==> src/rtl/spc_pkg.sv <==
package spc_pkg;

    typedef enum logic [1:0] {
        ST_WAIT  = 2'd0,
        ST_ISSUE = 2'd1,
        ST_FAULT = 2'd2
    } rel_state_e;

endpackage

==> src/rtl/spc_release_ctrl.sv <==
module spc_release_ctrl
    import spc_pkg::*;
(
    input  logic clk,
    input  logic rst_n,
    input  logic trail_valid,
    input  logic have_entry,
    input  logic pair_eq,
    input  logic mem_ready,
    output logic trail_ready,
    output logic mem_valid,
    output logic retire,
    output logic fault
);
    rel_state_e state;
    rel_state_e state_nx;

    always_ff @(posedge clk) begin
        if (!rst_n) begin
            state <= ST_WAIT;
        end else begin
            state <= state_nx;
        end
    end

    always_comb begin
        state_nx = state;
        unique case (state)
            ST_WAIT: begin
                if (trail_valid) begin
                    state_nx = (have_entry && pair_eq) ? ST_ISSUE : ST_FAULT;
                end
            end
            ST_ISSUE: begin
                if (mem_ready) begin
                    state_nx = ST_WAIT;
                end
            end
            ST_FAULT: state_nx = ST_FAULT;
            default:  state_nx = ST_FAULT;
        endcase
    end

    always_comb begin
        trail_ready = 1'b0;
        mem_valid   = 1'b0;
        fault       = 1'b0;
        unique case (state)
            ST_WAIT:  trail_ready = 1'b1;
            ST_ISSUE: mem_valid   = 1'b1;
            ST_FAULT: fault       = 1'b1;
            default:  fault       = 1'b1;
        endcase
        retire = mem_valid & mem_ready;
    end

endmodule

==> config.mk <==
export PLATFORM = sky130hd
export DESIGN_NAME = spc_release_ctrl
export DESIGN_NICKNAME = d
export VERILOG_FILES = /design/src/rtl/spc_pkg.sv /design/src/rtl/spc_release_ctrl.sv
export SDC_FILE = /design/constraint.sdc
export NUM_CORES = 1
export LEC_CHECK = 0
export ABC_AREA = 1
export BUFFER_PORTS_ARGS = -buffer_cell sky130_fd_sc_hd__buf_4
export CORE_AREA = 2 2 39 41
export CTS_CLUSTER_DIAMETER = 50
export DETAILED_ROUTE_END_ITERATION = 12
export DIE_AREA = 0 0 41 43
export GPL_TIMING_DRIVEN = 1
export PLACE_DENSITY = 0.35
export SYNTH_ARGS = -nofsm -noshare
export SYNTH_HDL_FRONTEND = slang
export SYNTH_SLANG_ARGS = --single-unit
==> constraint.sdc <==
create_clock -name clk -period 0.85 [get_ports clk]
set_input_delay 0.0425 -clock clk [delete_from_list [all_inputs] [get_ports clk]]
set_output_delay 0.0425 -clock clk [all_outputs]
set_load 0.02 [all_outputs]
### Word level (Yosys, flattened, before mapping)

Cells that the tools add are included.

| word-level totals | value |
|---|---|
| input port bits | 6 |
| register bits after elaboration | 2 |
| logic and storage cells | 16 |
| output and inout port bits | 4 |

| operators by class | value |
|---|---|
| reductions and logical operators | 4 |
| equal/unequal tests | 3 |
| bitwise operators | 1 |
| muxes and demuxes | 7 |

Operator list:

| operator | number |
|---|---|
| $mux W2 | 3 |
| $ne A2 B2 Y1 const B | 2 |
| $pmux W2 S2 | 1 |
| $mux W1 | 3 |
| $eq A2 B1 Y1 const B | 1 |
| $logic_not A2 Y1 | 1 |
| $reduce_and A2 Y1 | 1 |
| $reduce_or A2 Y1 | 1 |
| $and A1 B1 Y1 | 1 |
| $logic_and A1 B1 Y1 | 1 |

### Depth between registers and ports, before layout

Gate-level depths: netlist (run 1).

| logic depth | value |
|---|---|
| word-level depth | 4 |
| mapped depth | 4 |
| mapped depth without buffers | 4 |

### Worst setup path before layout (run 1)

OpenSTA, ideal clock, no wires.

| timing path | value |
|---|---|
| path kind | register -> register |
| from | reg state[0] |
| to | reg state[0] |
| stages on the path, launching flop included | 4 |
| buffers on the path | 0 |
| arrival | 0.890 ns |
| setup slack | -0.109 ns |
| clock period less this slack | 0.959 ns |
| library setup time | 0.070 ns |
| cell sequence | dfxtp_1 nor2_1 nand3_1 a21oi_1 |

| on the way | value |
|---|---|
| cells in the longest elaborated chain, start to end | 3 |
| elaborated cells on any way between the ends | 6 |
| classes of those cells | eq/ne (3); mux (1); reduce/logical (2) |

RTL lines:

| element | RTL line | RTL |
|---|---|---|
| start, declared | spc_release_ctrl.sv:15 | `rel_state_e state;` |
| start signal, assigned | spc_release_ctrl.sv:22 | `state <= state_nx;` |
| $eq A2 B1 Y1 / $logic_not A2 Y1 (equally long branches) | spc_release_ctrl.sv:28 | `unique case (state)` |
| $ne A2 B2 Y1 (no line) | - |  |
| $reduce_and A2 Y1 (no line) | - |  |

Several ways; a longest one is shown, not always the timed one.
A chain may end at the register's enable or synchronous reset.

### Final worst setup path (run 1)

| timing path | value |
|---|---|
| from | reg state[1] |
| to | out retire |

| on the way | value |
|---|---|
| cells in the longest elaborated chain, start to end | 3 |

RTL lines:

| element | RTL line | RTL |
|---|---|---|
| $eq A2 B1 Y1 | spc_release_ctrl.sv:48 | `unique case (state)` |
| $mux W1 | spc_release_ctrl.sv:48 |  |
| $and A1 B1 Y1 | spc_release_ctrl.sv:54 | `retire = mem_valid & mem_ready;` |
| end, declared | spc_release_ctrl.sv:12 | `output logic retire,` |

Every way passes these cells.

==> results by group, run 1 <==
Synthesis
  – Sequential area share after synthesis: 35.56%
  – Post-Syn Instances: 19
  – Largest area contributor in the synthesized netlist: dfxtp_1
  – Syn Nets: 25
  – Yosys cell types: 10
  – Yosys Warn Count: 0
  – Mapped cell area: 112.6 um2
  – Area contributors post-synth: dfxtp_1 36%, inv_1 13%, nor2_1 10%
  – Count of state elements after synthesis: 2
  – Syn avg cell area: 5.927 um2
  – Top cell type's share of synthesized area: 35.56%

Cells and area
  – Final std cells w/o fill: 51
  – Largest register by flop count: state
  – Share of layout cells above drive strength 1: 68.57%
  – Number of flip-flops under the largest register name: 2
  – Fill count: 166
  – Area grow syn2layout: 171.1%
  – Final Util: 22.06%
  – Leading registers by flop count: state x2
  – Final net count: 43
  – ANT cells: 0

Critical path
  – Critical path cell sequence: inv_2 > nand2_2 > nor2_1 > buf_4
  – Critical-path maximum fanout: 3
  – Nature of the critical path endpoint: output port
  – Startpoint Class: flop
  – Delay-heaviest family, CP: flip-flops
  – Slowest CP cell: dfxtp_4
  – Largest stage delay, worst path: 0.34 ns
  – Worst path arrival time: 0.91 ns
  – Crit Path Class: flop to output port
  – WP buf/inv: 2
  – Data required, critical path: 0.81 ns

Job
  – Max Cap Viol: 0

Pwr
  – Power Density: 1477 nW/um2
  – VDD IR max: 294.7 uV
  – P_leak: 0.1600 nW

Outcome
  – Status: finished, violations left
  – Failing checks: setup timing

Clock tree
  – CTS tree: done
  – Clock sink total: 2
  – Longest Clk Path Bufs: 2
  – Clock Latency Late Sink: 0.22 ns
  – Hold Buf Count CTS: 0
  – Clock transition at the registers of the reported paths: 0.03 ns
  – H-Tree Depth: 1
  – CTS buffer count: 3
  – Clock root buffer: clkbuf_4

GRT
  – GR Overflow Total: 0
  – GRT Util Overall: 6.112%
  – Initial antenna violation count: 0
  – Largest net degree at the start of global routing: 5
  – First-pass GRT wire length: 641 um
  – Number of global-route vias before repair: 187

STA
  – Final Cycle Share: 112.6%
  – RSZ-0062 raised after global routing: true
  – Final Hold Vio Count: 0
  – Setup ws final: -0.1074 ns
  – TNS Setup: -0.3472 ns
  – Max_slew headroom: 90.14%
  – Max-slew violations: 0
  – Post-layout min period: 0.9574 ns
  – Setup violators final: 6
  – Clock Skews: 0.002828 ns
  – Measured slew at the worst slew-check pin: 0.1467 ns
  – Fmax: 1044 MHz

Place
  – Placer Congestion: 0.5399
  – DP Cell Count: 43
  – Post-place setup slack: -0.04161 ns
  – Port Buf Inserts: 9
  – DP Wirelength: 262.7 um

Floorplan
  – Die width: 41 um
  – Die Y: 43 um
  – Cell row count: 14
  – Die footprint: 1763 um2
  – I/O pins: 10
  – Starting Density: 8.137%
  – Core Area: 1384 um2

Route
  – Drt via density: 3.412
  – DRC: 0
  – Wire length per cell: 7.294 um
  – TritonRoute pass-1 iters: 1
  – Vias: 174
  – WL final: 372 um
  – DRT antenna net count: 0
  – Initial DRC count: 0

Min path
  – Worst min-delay path class: primary input to flop
cells in the final DEF (no fill, tap or decap), types with 2 or more instances in the layout:
cell type  count
buf_4         10
buf_6          2
clkbuf_4       3
inv_1          4
nand2_1        2
nor2_1         2
nor3_1         2
repair_timing:
item                       4_1_cts  5_1_grt
setup endpoints to repair        5        6
resized for setup                7        2
pin swaps                        1        3
buffers inserted                 5        0
cells in the mapped netlist:
cell,number
nor3_1,2
nand2_2,1
a21oi_1,1
nor2_1,3
dfxtp_1,2
inv_2,1
nand2_1,2
clkbuf_1,1
nand3_1,2
inv_1,4
where the power goes:
group | switching [mW] | internal (mW)
clock network | 0.0530 | 0.156
logic | 0.0521 | 0.0811
registers | 0.00813 | 0.101
total | 0.113 | 0.338
per-layer routing:
layer	up-vias	GRT usage (%)	part of all wire [%]
met5	-	0	0
met4	0	8.000	0
met3	0	3.141	5.4
met2	3	8.750	63
met1	82	4.792	31
li1	89	-	-
area by class of cell:
type                            instances  area [um2]  area share, %
Clock buffer                            3       22.52          7.377
Timing Repair Buffer                   14       132.6          43.44
Sequential cell                         2       45.04          14.75
Multi-Input combinational cell         11       66.31          21.72
Inverter                                5       18.77          6.148
Tap cell                               16       20.02          6.557
cell families (layout without fill, tap and decap cells):
| logic type | after synthesis | after routing | synth area share, % |
|---|---|---|---|
| compound gates | 1 | 1 | 4.440 |
| buf+inv | 6 | 22 | 19.99 |
| flops | 2 | 2 | 35.56 |
| simple gates | 10 | 10 | 40.01 |
worst min-delay path: stages:
cell	delay [ns]
buf_4	0.11
inv_1	0.06
a21oi_2	0.03
worst paths after layout:
path	startpoint	to	slack [ns]	cells past startpoint
min reg2reg	state[0]$_SDFFE_PN0P_	state[0]$_SDFFE_PN0P_	0.53	2
max	state[1]$_SDFFE_PN0P_	retire	-0.11	4
max reg2reg	state[1]$_SDFFE_PN0P_	state[1]$_SDFFE_PN0P_	-0.07	4
min	rst_n	state[0]$_SDFFE_PN0P_	0.07	3
stage by stage:
stage	total power [mW]	cell area [um2]	hold slack [ns]
floorplan	0.1521	120.1	0.1517
global placement	0.1909	203.9	0.2877
detailed placement	0.1911	203.9	0.2869
CTS	0.4646	296.5	0.03882
global route	0.4928	305.3	0.06067
finish	0.4510	305.3	0.06539
Note: power is estimated with default switching activity, not from simulation.
==> inputs of run 2 (changes only) <==
==> constraint.sdc (replaced) <==
create_clock -name clk -period 1 [get_ports clk]
set_input_delay 0.05 -clock clk [delete_from_list [all_inputs] [get_ports clk]]
set_output_delay 0.05 -clock clk [all_outputs]
set_load 0.02 [all_outputs]
==> results by group, run 2 (synthesis gave the netlist of run 1 again) <==
Outcome
  – Status: finished, final reports clean

Floorplan
  – Starting Density: 8.137%
  – Die width: 41 um
  – Core Area: 1384 um2
  – I/O pins: 10
  – Die footprint: 1763 um2
  – Die Y: 43 um
  – Cell row count: 14

Place
  – DP Wirelength: 255.8 um
  – Port Buf Inserts: 9
  – Post-place setup slack: 0.1648 ns
  – Placer Congestion: 0.5711

STA
  – RSZ-0062 raised after global routing: false
  – Setup violators final: 0
  – Max_slew headroom: 89.92%
  – Fmax: 1068 MHz
  – Max-slew violations: 0
  – TNS Setup: 0 ns
  – Post-layout min period: 0.9362 ns
  – Measured slew at the worst slew-check pin: 0.1500 ns
  – Clock Skews: 0.002940 ns
  – Setup ws final: 0.06381 ns
  – Final Cycle Share: 93.62%
  – Final Hold Vio Count: 0

Min path
  – Hold_sp: rst_n
  – Worst min-delay path class: primary input to flop

Critical path
  – Crit Path Class: flop to output port
  – Startpoint Class: flop
  – Crit path launch: state[1]$_SDFFE_PN0P_
  – Cell count along the critical path: 4
  – WP buf/inv: 2
  – Crit path to: retire
  – Critical path cell sequence: inv_2 > nand2_2 > nor2_1 > buf_4
  – Largest stage delay, worst path: 0.33 ns
  – Slowest CP cell: dfxtp_2
  – R2r startpoint: state[1]$_SDFFE_PN0P_
  – Critical-path maximum fanout: 5
  – Worst r2r path cells: 4
  – Nature of the critical path endpoint: output port
  – Reg2reg end: state[1]$_SDFFE_PN0P_
  – Delay-heaviest family, CP: flip-flops
  – Data required, critical path: 0.95 ns
  – FF-to-FF setup slack: 0.23 ns
  – Worst path arrival time: 0.89 ns

Clock tree
  – Longest Clk Path Bufs: 2
  – Clock Latency Late Sink: 0.22 ns
  – CTS buffer count: 3
  – H-Tree Depth: 1
  – CTS tree: done
  – Clock sink total: 2
  – Clock root buffer: clkbuf_4
  – Clock transition at the registers of the reported paths: 0.03 ns
  – Hold Buf Count CTS: 0

Pwr
  – VDD IR max: 225.0 uV
  – Power Density: 1506 nW/um2
  – P_leak: 0.1252 nW
  – Power, Total: 0.3335 mW

Job
  – Max Cap Viol: 0

Cells and area
  – Final net count: 38
  – Commonest cells after routing, fill and taps aside: 9 x buf_4, 4 x inv_1, 3 x nor2_1, 3 x clkbuf_4
  – Final Util: 16.00%
  – Area grow syn2layout: 96.67%
  – Leading registers by flop count: state x2
  – Most common cell after layout, fill and taps aside: buf_4
  – Number of flip-flops under the largest register name: 2
  – Share of layout cells above drive strength 1: 53.33%
  – ANT cells: 0
  – Largest register by flop count: state

GRT
  – Largest net degree at the start of global routing: 6
  – GR Overflow Total: 0
  – Initial antenna violation count: 0
  – Number of global-route vias before repair: 159
  – GRT Util Overall: 5.506%
  – First-pass GRT wire length: 538 um

Route
  – DRT antenna net count: 0
  – Drt via density: 3.326
  – DRC: 0
  – Wire length per cell: 6.891 um
  – Initial DRC count: 1
  – TritonRoute pass-1 iters: 2
  – Vias: 153
  – WL final: 317 um
[run 2: cell count changes in the layout (fill, tap and decap cells not counted), sizes merged]
cell,change
buf,-5
[run 2: final cells by class]
cell class	count	area (um2)
flip-flops and latches	2	42.54
inverters	5	18.77
fillers	168	1162
clock buffers	3	22.52
well taps	16	20.02
repair buffers	9	67.56
multi-input cells	11	50.05
[run 2: how the worst min path moves through the flow]
stage,to,slack [ns],depth (start not counted)
6_report,state[0]$_SDFFE_PN0P_,0.06,3
4_1_cts,state[0]$_SDFFE_PN0P_,0.06,3
3_3_place_gp,state[0]$_SDFFE_PN0P_,0.29,3
5_1_grt,state[0]$_SDFFE_PN0P_,0.07,3
3_5_place_dp,state[0]$_SDFFE_PN0P_,0.30,3
2_1_floorplan,state[0]$_SDFFE_PN0P_,0.16,2
[run 2: through the flow]
| stage | instances | hold WS, ns | cell area (um2) |
|---|---|---|---|
| finish | 46 | 0.05847 | 221.5 |
| global route | 46 | 0.06542 | 221.5 |
| CTS | 46 | 0.05513 | 219.0 |
| detailed placement | 43 | 0.2988 | 196.4 |
| global placement | 43 | 0.2931 | 196.4 |
| floorplan | 19 | 0.1592 | 112.6 |
[run 2: worst min-delay path: stages]
cell and delay, ns:
buf_4 0.11, inv_1 0.04, a21oi_1 0.03
[run 2: metal layers]
metal | wire length, um | global-route usage, % | part of all wire [%]
met1 | 83 | 2.548 | 26
met5 | 0 | 0 | 0
met3 | 30 | 4.712 | 9.5
met2 | 204 | 8.125 | 64
met4 | 0 | 8.000 | 0
[run 2: timing repair]
item                                    in CTS  in global routing
setup buffers                                0                  0
endpoints found under the setup margin       0                  2
gates resized for setup                      0                  2
hold endpoints to repair                     0                  0
[run 2: power by group]
group / switching, mW / total [mW] / internal (mW)
sequential: 0.00636 / 0.0930 / 0.0866
clock: 0.0448 / 0.177 / 0.132
combinational: 0.0314 / 0.0634 / 0.0320
total: 0.0826 / 0.334 / 0.251
